**config.mk**
```make
export PLATFORM = sky130hd
export DESIGN_NAME = rgb_bc_adjust
export DESIGN_NICKNAME = d
export VERILOG_FILES = /design/src/rtl/rgb_bc_adjust.sv
export SDC_FILE = /design/constraint.sdc
export NUM_CORES = 1
export LEC_CHECK = 0
export BUFFER_PORTS_ARGS = -buffer_cell sky130_fd_sc_hd__buf_4
export CAP_MARGIN = 30
export CORE_ASPECT_RATIO = 1.75
export CORE_MARGIN = 2
export CORE_UTILIZATION = 55
export CTS_CLUSTER_SIZE = 12
export DETAILED_ROUTE_END_ITERATION = 10
export GPL_ROUTABILITY_DRIVEN = 0
export PLACE_DENSITY = 0.76
export SYNTH_ARGS = -nofsm -noshare
export SYNTH_HDL_FRONTEND = slang
export SYNTH_SLANG_ARGS = --single-unit
```
**constraint.sdc**
```tcl
create_clock -name clk -period 7.2 [get_ports clk]
set_input_delay 1.08 -clock clk [delete_from_list [all_inputs] [get_ports clk]]
set_output_delay 1.08 -clock clk [all_outputs]
set_load 0.01 [all_outputs]
```
**src/rtl/rgb_bc_adjust.sv**
```systemverilog
module rgb_bc_adjust #(
  parameter int CW = 8
) (
  input  logic          clk,
  input  logic          rst_n,
  input  logic          in_valid,
  input  logic [3*CW-1:0] in_pix,
  input  logic [CW-1:0] gain_g,
  input  logic [CW-1:0] gain_b,
  input  logic [CW-1:0] gain_r,
  input  logic [CW-1:0] ofs_g,
  input  logic [CW-1:0] ofs_b,
  input  logic [CW-1:0] ofs_r,
  output logic          out_valid,
  output logic [3*CW-1:0] out_pix
);
  localparam int PW = 2*CW;
  localparam int SW = CW+1;
  localparam int TW = CW+2;

  logic [3*CW-1:0] gain_v, ofs_v, adj;
  assign gain_v = {gain_g, gain_b, gain_r};
  assign ofs_v  = {ofs_g, ofs_b, ofs_r};

  for (genvar k = 0; k < 3; k++) begin : g_ch
    logic [PW-1:0] prod;
    logic [SW-1:0] scaled;
    logic [TW-1:0] total;
    logic [CW-1:0] bofs;
    assign bofs   = ofs_v[k*CW +: CW];
    assign prod   = in_pix[k*CW +: CW] * gain_v[k*CW +: CW];
    assign scaled = prod[PW-1:CW-1] + {{(SW-1){1'b0}}, prod[CW-2]};
    assign total  = {1'b0, scaled} + {bofs[CW-1], bofs[CW-1], bofs};
    assign adj[k*CW +: CW] = (total[TW-1:TW-2] == 2'b11) ? '0 :
                             (total[TW-1:TW-2] == 2'b00) ? total[CW-1:0] : '1;
  end

  always_ff @(posedge clk) begin
    if (!rst_n) begin
      out_valid <= 1'b0;
      out_pix   <= '0;
    end else begin
      out_valid <= in_valid;
      if (in_valid) out_pix <= adj;
    end
  end
endmodule

```
==> flow_summary_export.csv, run 1 <==
group,metric,value,unit
drt,first_pass_iters,4,
placed_design,place_ws,-0.374,ns
placed_design,placed_area,0.00994,mm2
layout,layout.cells.non_filler,1330,
status,status,"completed",
drt,viasPerCell,5.47,
floorplanning,fp-row-count,59,
floorplanning,fp.dieH,168,um
drt,drt_iter0_drc,151,
power_and_ir_drop,pwr-share-seq,5.3,%
synth,yosys_warnings,0,
synth,yosysTopAreaCell,"fa_1",
timing,grt_setup_unrepaired,"true",
placed_design,post-dp-hpwl,17300,um
power_and_ir_drop,p_int,2.44,mW
floorplanning,initial_core_util,56.3,%
power_and_ir_drop,vdd_drop_max,0.000386,V
clock_tree,clock-sinks,25,
synth,ys_types,63,
power_and_ir_drop,switching_power,2.32,mW
synth,synth.avg_cell_area,8.67,um2
min_path,worstHoldPathType,"flip-flop to flip-flop",
clock_tree,cts_hold_buf,0,
critical_path,startpoint_type,"primary input",
synth,synth.area.top_cells,"fa_1 (26%), ha_1 (20%), and2_1 (11%), inv_1 (6.3%), dfxtp_1 (6.0%)",
critical_path,crit_arrival,7.19,ns
layout,fin_util,69.2,%
global_route,antenna_found_initial,0,
power_and_ir_drop,p_leak,5.25,nW
synth,synth_nets,1287,
timing,layout_min_cycle_time,7.05,ns
timing,period_share,97.9,%
clock_tree,clock_latency,0.25,ns
clock_tree,clockBufferDepth,2,
synth,yosysTopAreaCellShare,25.7,%
synth,syn_area,0.00840,mm2
global_route,grt_overflow_total,0,
synth,seq_area_frac_synth,5.96,%
synth,netlist_instances,969,
drt,wire_per_inst,14.9,um
layout,area_growth_syn_to_layout,22.8,%
layout,antenna_cells,0,
timing,maxSlewHeadroom,58.0,%
timing,slew_violations,0,
timing,hold_violations,0,
synth,synth_edf_count,0,
power_and_ir_drop,p_total,4.76,mW
floorplanning,coreArea,0.0149,mm2
clock_tree,clk_pin_slew,0.06,ns
critical_path,critPathRequiredTime,7.33,ns
power_and_ir_drop,p_per_area,461,mW/mm2
critical_path,critPathMaxFanout,8,
clock_tree,cts_tree,"done",
critical_path,slowest_stage,"or4b_4",
layout,drive_gt1_share,22.1,%
floorplanning,die_x,97.4,um
floorplanning,dieArea,0.0163,mm2
placed_design,numPortBuffers,99,
layout,final_cell_mix,"buf_4 (176), and2_1 (148), inv_1 (140)",
global_route,grt_max_degree,35,
timing,setup_viol,0,
floorplanning,ios,100,
layout,layout.nets,1466,
power_and_ir_drop,p_comb_share,92.2,%
layout,fin_area,0.0103,mm2
layout,fill_cells,1227,
timing,max_freq,142,MHz
timing,fin_ws,0.148,ns
synth,synth_flop_cell,"dfxtp_1",
global_route,grt_usage,25.1,%
clock_tree,h-tree-depth,1,
layout,final_common_cell,"buf_4",
critical_path,crit_type,"primary input to flip-flop",
clock_tree,numCtsBuffers,3,
power_and_ir_drop,p_sw_share,48.7,%
drt,ant_nets,0,
drt,vias,7272,
clock_tree,cts-root-buf,"clkbuf_16",
timing,worst_pin_slew,0.628,ns
power_and_ir_drop,pwr-share-clk,2.5,%
global_route,grt_pass1_vias,7825,
flow_run,cap_violations,0,
global_route,grt_pass1_wl,34400,um
critical_path,end_kind,"flip-flop",
synth,async_flop_share,0,%
drt,drcViolationCount,0,
placed_design,dp.cells,1324,
timing,skew,0,ns
drt,routed_wl,19900,um
critical_path,max_stage_delay,0.59,ns
synth,synth_seq_cells,25,
==> kinds of logic after synthesis <==
kind of cell / synth area share (%)
adder cells (fa/ha/maj): 46.0
flip-flops: 5.96
buffers and inverters: 6.57
XOR/XNOR: 7.70
multiplexers: 0.730
AO/OA/AOI/OAI: 11.5
AND/OR/NAND/NOR: 21.6
==> final timing paths <==
check / startpoint / end / slack [ns] / cells past startpoint
hold reg to reg: out_pix[8] / out_pix[8] / 0.48 / 2
setup / recovery: gain_b[2] / out_pix[9] / 0.15 / 30
hold / removal: out_pix[8] / out_pix[8] / 0.48 / 2
setup reg to reg: out_pix[20] / out_pix[20] / 6.54 / 2
==> stage by stage <==
step | setup TNS (ns) | hold WS (ns)
after floorplan | 0 | 0.483
after global placement | -1.27 | 0.455
after detailed placement | -3.10 | 0.482
after CTS | 0 | 0.494
after global routing | -0.298 | 0.489
final | 0 | 0.480
==> cell type report <==
cell class	count	area (um2)	area share, %
Tap cell	183	229	2.22
Clock buffer	4	78.8	0.764
Sequential cell	25	500	4.85
Timing Repair Buffer	179	1360	13.1
Inverter	142	533	5.17
Multi-Input combinational cell	797	7620	73.9
==> what timing repair did <==
| action | 4_1_cts | 5_1_grt |
|---|---|---|
| setup buffers | 0 | 2 |
| pin swaps | 3 | 44 |
| endpoints found under the setup margin | 8 | 24 |
| gates cloned | 0 | 0 |
| hold endpoints to repair | 0 | 0 |
| gates resized for setup | 7 | 61 |
==> critical path, delay by kind of cell <==
kind | cells | cell delay (ns)
adder cells (fa/ha/maj) | 9 | 2.94
AND/OR/NAND/NOR | 10 | 1.67
AO/OA/AOI/OAI | 3 | 0.54
buffers and inverters | 5 | 0.49
XOR/XNOR | 2 | 0.26
multiplexers | 1 | 0.22
==> power by group through the flow <==
stage	registers (mW)	logic, mW	clock network [mW]
floorplan	0.261	2.79	0
finish	0.251	4.38	0.120
detailed placement	0.249	4.05	0
global route	0.256	4.92	0.127
CTS	0.247	4.12	0.122
global placement	0.250	3.99	0
==> sequential cells by signal, summed over array words and instances (netlist names) <==
register and flops:
out_pix 24, out_valid 1
==> Yosys cell counts (4+ instances only) <==
master,instances
a211oi_1,5
a21o_1,11
a21oi_1,33
a31oi_1,8
and2_1,152
and2_2,5
and3_1,6
clkbuf_1,5
dfxtp_1,25
fa_1,108
ha_1,135
inv_1,142
mux2i_1,5
nand2_1,74
nand2b_1,5
nand3_1,10
nand3b_1,4
nor2_1,43
nor3_1,7
o21a_1,6
o21ai_0,25
o21bai_1,8
o22ai_1,15
o31ai_1,4
or3_1,4
xnor2_1,43
xor2_1,29
==> per-layer routing <==
metal	up-vias	part of all wire, %	track usage, %
met1	3555	36	26.0
met2	127	58	52.1
met5	-	0	0
met3	46	2.5	1.71
li1	3544	-	-
met4	0	3.0	7.13
Note: power is estimated with default switching activity, not from simulation.
==> run 2, diff against run 1 <==
--- a/config.mk
+++ b/config.mk
@@ -6,7 +6,6 @@
 export NUM_CORES = 1
 export LEC_CHECK = 0
 export BUFFER_PORTS_ARGS = -buffer_cell sky130_fd_sc_hd__buf_4
-export CAP_MARGIN = 30
 export CORE_ASPECT_RATIO = 1.75
 export CORE_MARGIN = 2
 export CORE_UTILIZATION = 55
==> constraint.sdc (replaced) <==
create_clock -name clk -period 7.2 [get_ports clk]
set_input_delay 1.44 -clock clk [delete_from_list [all_inputs] [get_ports clk]]
set_output_delay 1.44 -clock clk [all_outputs]
set_load 0.01 [all_outputs]
==> flow_summary_export.csv, run 2 (synthesis gave the netlist of run 1 again) <==
group,metric,value,unit
status,status,"finished with violations",
status,violations,"setup timing",
critical_path,end_kind,"flip-flop",
critical_path,crit_type,"primary input to flip-flop",
layout,area_growth_syn_to_layout,31.5,%
power_and_ir_drop,p_per_area,482,mW/mm2
layout,registers.top_by_ff_count,"out_pix",
critical_path,critPathRequiredTime,7.36,ns
global_route,grt_usage,26.6,%
global_route,grt_pass1_wl,36800,um
floorplanning,fp-row-count,59,
timing,worst_pin_slew,0.772,ns
layout,antenna_cells,0,
critical_path,max_stage_delay,0.50,ns
floorplanning,die_x,97.4,um
critical_path,timing.rr.end,"out_pix[14]",
drt,vias,7602,
critical_path,critPathMaxFanout,8,
placed_design,post-dp-hpwl,17800,um
power_and_ir_drop,p_leak,5.60,nW
flow_run,cap_violations,0,
drt,viasPerCell,5.44,
layout,layout.cells.non_filler,1397,
critical_path,critical_path_cell_count,28,
critical_path,r2r_slack,6.54,ns
drt,wire_per_inst,15.1,um
power_and_ir_drop,p_total,5.33,mW
timing,slew_violations,0,
critical_path,critPathCapture,"out_pix[14]",
clock_tree,cts-root-buf,"clkbuf_16",
placed_design,dp.cells,1384,
clock_tree,clock-sinks,25,
clock_tree,numCtsBuffers,3,
min_path,worstHoldPathCells,2,
clock_tree,h-tree-depth,1,
layout,drive_gt1_share,29.0,%
global_route,grt_max_degree,35,
layout,fill_cells,1119,
drt,drt_iter0_drc,120,
timing,layout_min_cycle_time,7.37,ns
clock_tree,cts_tree,"done",
power_and_ir_drop,vdd_drop_max,0.000596,V
timing,period_share,102,%
floorplanning,ios,100,
critical_path,crit_top_cell,"buf_6",
floorplanning,dieArea,0.0163,mm2
critical_path,cp_top_family,"adder cells",
drt,routed_wl,21200,um
timing,finalSetupTns,-1.16,ns
placed_design,placed_area,0.0105,mm2
clock_tree,clock_latency,0.26,ns
critical_path,slowest_stage,"or4b_4",
global_route,antenna_found_initial,0,
critical_path,cp-startpoint,"in_pix[9]",
global_route,grt_overflow_total,0,
clock_tree,clk_pin_slew,0.07,ns
layout,fin_area,0.0111,mm2
timing,max_freq,136,MHz
critical_path,timing.rr.start,"out_pix[14]",
global_route,grt_pass1_vias,8416,
drt,ant_nets,0,
critical_path,r2r_cells,2,
layout,largest_reg_flops,24,
critical_path,crit_arrival,7.53,ns
timing,grt_setup_unrepaired,"true",
critical_path,startpoint_type,"primary input",
timing,skew,0,ns
timing,hold_violations,0,
timing,setup_viol,8,
layout,top_regs,"out_pix (24), out_valid (1)",
layout,layout.nets,1533,
drt,first_pass_iters,7,
layout,final_common_cell,"buf_4",
drt,drcViolationCount,0,
placed_design,numPortBuffers,99,
min_path,worstHoldPathType,"flip-flop to flip-flop",
layout,final_cell_mix,"buf_4 (235), and2_1 (148), inv_1 (138)",
timing,maxSlewHeadroom,48.4,%
floorplanning,initial_core_util,56.3,%
timing,fin_ws,-0.168,ns
floorplanning,coreArea,0.0149,mm2
critical_path,cp.buffers_inverters,8,
floorplanning,fp.dieH,168,um
clock_tree,clockBufferDepth,2,
==> run 2: area by class of cell <==
type	instances	area [um2]	share of cell area, %
tap	183	229	2.07
clock buffer	3	75.1	0.679
clock inverter	1	7.51	0.0679
multi-input combinational	797	7810	70.6
timing repair buffer	246	1900	17.2
sequential	25	500	4.53
inverter	142	533	4.82
==> run 2: tightest hold or removal path: stages (launching register included) <==
cell	delay (ns)
dfxtp_1	0.33
nand2_1	0.05
o21ai_0	0.06
==> run 2: layer usage <==
layer  part of all wire, %  wire length (um)  vias to the layer above  GRT usage [%]
met5                     0                 0                        -              0
met3                   2.9               624                       55           1.92
met1                    36              7550                     3709           27.7
met4                   2.8               585                        0           7.13
li1                      -                 -                     3681              -
met2                    59             12400                      157           55.4
==> run 2: timing repair <==
item / 4_1_cts / 5_1_grt
pin swaps: 49 / 58
setup buffers: 7 / 2
endpoints found under the setup margin: 16 / 24
hold buffers: 0 / 0
resized for setup: 38 / 58
==> run 2: worst min path at each step <==
stage,slack (ns),startpoint,endpoint
2_1_floorplan,0.47,out_pix[15],out_pix[15]
3_3_place_gp,0.44,out_pix[23],out_pix[23]
3_5_place_dp,0.45,out_pix[1],out_pix[1]
4_1_cts,0.47,out_pix[1],out_pix[1]
5_1_grt,0.49,out_pix[0],out_pix[0]
6_report,0.47,out_pix[1],out_pix[1]
==> run 2: power by group <==
group | switching [mW] | internal, mW | leakage [nW]
Sequential | 0.0433 | 0.202 | 0.208
Combinational | 2.43 | 2.53 | 5.36
Clock | 0.0542 | 0.0756 | 0.0371
Total | 2.52 | 2.81 | 5.60
==> run 2: per-stage QoR <==
stage | hold WS [ns] | util, % | setup WS [ns]
2_1_floorplan | 0.471 | - | -0.0575
3_3_place_gp | 0.443 | 70.3 | -0.479
3_5_place_dp | 0.452 | 70.3 | -0.627
4_1_cts | 0.469 | 72.3 | -0.164
5_1_grt | 0.488 | 74.1 | -0.388
6_report | 0.465 | 74.1 | -0.168
==> run 3, diff against run 2 <==
==> constraint.sdc (replaced) <==
create_clock -name clk -period 6.2 [get_ports clk]
set_input_delay 1.24 -clock clk [delete_from_list [all_inputs] [get_ports clk]]
set_output_delay 1.24 -clock clk [all_outputs]
set_load 0.01 [all_outputs]
==> flow_summary_export.csv, run 3 (synthesis gave the netlist of run 1 again) <==
group,metric,value,unit
clock_tree,clock_latency,0.25,ns
floorplanning,coreArea,0.0149,mm2
layout,drive_gt1_share,35.3,%
timing,worst_pin_slew,0.696,ns
layout,largest_reg_flops,24,
critical_path,crit_arrival,7.05,ns
layout,registers.top_by_ff_count,"out_pix",
timing,maxSlewHeadroom,53.4,%
critical_path,critPathMaxFanout,8,
layout,multi_input_area,0.00814,mm2
min_path,worstHoldPathCells,2,
critical_path,startpoint_type,"primary input",
min_path,min_to,"out_pix[9]",
drt,routed_wl,21600,um
critical_path,r2r_cells,2,
global_route,grtUsageMet2,55.8,%
drt,drt_iter0_drc,152,
layout,top_regs,"out_pix (24), out_valid (1)",
drt,ant_nets,0,
layout,final_cell_mix,"buf_4 (256), inv_1 (132), and2_1 (128)",
timing,hold_violations,0,
critical_path,timing.rr.end,"out_pix[22]",
global_route,grt_overflow_total,0,
layout,area_growth_syn_to_layout,38.7,%
timing,max_freq,145,MHz
critical_path,cp-startpoint,"in_pix[11]",
timing,grt_setup_unrepaired,"true",
min_path,hold_start,"out_pix[9]",
layout,layout.nets,1562,
power_and_ir_drop,p_leak,5.82,nW
clock_tree,clockBufferDepth,2,
timing,layout_min_cycle_time,6.91,ns
global_route,grt_usage,27.1,%
floorplanning,die_x,97.4,um
critical_path,r2r_slack,5.54,ns
power_and_ir_drop,vdd_drop_max,0.000704,V
status,violations,"setup timing",
floorplanning,fp-row-count,59,
global_route,busiest_layer,"met2",
drt,viasPerCell,5.37,
critical_path,crit_type,"primary input to flip-flop",
placed_design,post-dp-hpwl,18400,um
global_route,antenna_found_initial,0,
drt,vias,7654,
clock_tree,cts-root-buf,"clkbuf_16",
flow_run,cap_violations,0,
timing,fin_ws,-0.713,ns
drt,wire_per_inst,15.2,um
global_route,grt_pass1_wl,37000,um
clock_tree,clock-sinks,25,
timing,skew,0,ns
min_path,worstHoldPathType,"flip-flop to flip-flop",
clock_tree,numCtsBuffers,3,
clock_tree,h-tree-depth,1,
layout,final_common_cell,"buf_4",
global_route,met1_usage,26.9,%
clock_tree,clk_pin_slew,0.06,ns
global_route,grt_pass1_vias,8534,
drt,drcViolationCount,0,
critical_path,slowest_stage,"or4b_4",
layout,fin_util,78.2,%
critical_path,end_kind,"flip-flop",
global_route,grt_max_degree,35,
layout,regArea,500,um2
critical_path,crit_top_cell,"fa_1",
floorplanning,dieArea,0.0163,mm2
timing,period_share,111,%
critical_path,max_stage_delay,0.54,ns
floorplanning,initial_core_util,56.3,%
floorplanning,fp.dieH,168,um
critical_path,timing.rr.start,"out_pix[22]",
placed_design,numPortBuffers,99,
global_route,use_met3,2.17,%
power_and_ir_drop,p_per_area,598,mW/mm2
timing,setup_viol,24,
power_and_ir_drop,p_total,6.97,mW
timing,slew_violations,0,
clock_tree,cts_tree,"done",
floorplanning,ios,100,
layout,fill_cells,1033,
status,status,"finished with violations",
clock_tree,cts_hold_buf,0,
layout,antenna_cells,0,
drt,first_pass_iters,4,
critical_path,critPathRequiredTime,6.34,ns
-- run 3: changes by cell type in the layout (fill, tap and decap cells not counted), sizes merged --
cell  before  now
buf      246  275
-- run 3: power by group --
part           switching, mW  internal, mW  total [mW]
clock                 0.0553        0.0875       0.143
sequential            0.0557         0.234       0.290
combinational           3.08          3.45        6.53
-- run 3: what timing repair did --
action,4_1_cts,5_1_grt
pin swaps,72,49
buffers inserted,5,4
setup endpoints to repair,24,24
resized for setup,96,53
-- run 3: worst max path at each step --
| stage | end | slack (ns) | depth (start not counted) |
|---|---|---|---|
| 2_1_floorplan | out_pix[10] | -0.86 | 26 |
| 3_3_place_gp | out_pix[10] | -1.11 | 28 |
| 3_5_place_dp | out_pix[10] | -1.24 | 27 |
| 4_1_cts | out_pix[8] | -0.73 | 27 |
| 5_1_grt | out_pix[8] | -1.05 | 29 |
| 6_report | out_pix[8] | -0.71 | 29 |
-- run 3: worst max-delay path: cells and delay by family --
| family | cells | cell delay [ns] |
|---|---|---|
| adders and majority gates | 9 | 2.86 |
| muxes | 1 | 0.25 |
| xor gates and xnor gates | 2 | 0.23 |
| buffers and inverters | 4 | 0.36 |
| AOI/OAI and AO/OA | 3 | 0.56 |
| and+or+nand+nor | 10 | 1.54 |
-- run 3: layout make-up --
type                            instances  share of cell area (%)
Sequential cell                        25                    4.29
Clock inverter                          1                  0.0644
Inverter                              142                    4.60
Tap cell                              183                    1.96
Timing Repair Buffer                  275                    18.6
Clock buffer                            3                   0.644
Multi-Input combinational cell        797                    69.8
-- run 3: through the flow --
| step | hold WS, ns | area (um2) | instances | worst slack [ns] | setup TNS (ns) |
|---|---|---|---|---|---|
| global route | 0.487 | 11700 | 1426 | -1.05 | -18.73 |
| detailed placement | 0.448 | 10800 | 1413 | -1.24 | -23.80 |
| CTS | 0.458 | 11400 | 1422 | -0.730 | -11.71 |
| floorplan | 0.471 | 8630 | 969 | -0.857 | -12.01 |
| finish | 0.455 | 11700 | 1426 | -0.713 | -11.83 |
| global placement | 0.446 | 10800 | 1413 | -1.11 | -21.42 |
-- run 3: routing by layer --
metal  up-vias  share of wire [%]
met2       144                 58
met3        61                2.8
li1       3747                  -
met4         0                4.2
met5         -                  0
met1      3702                 35
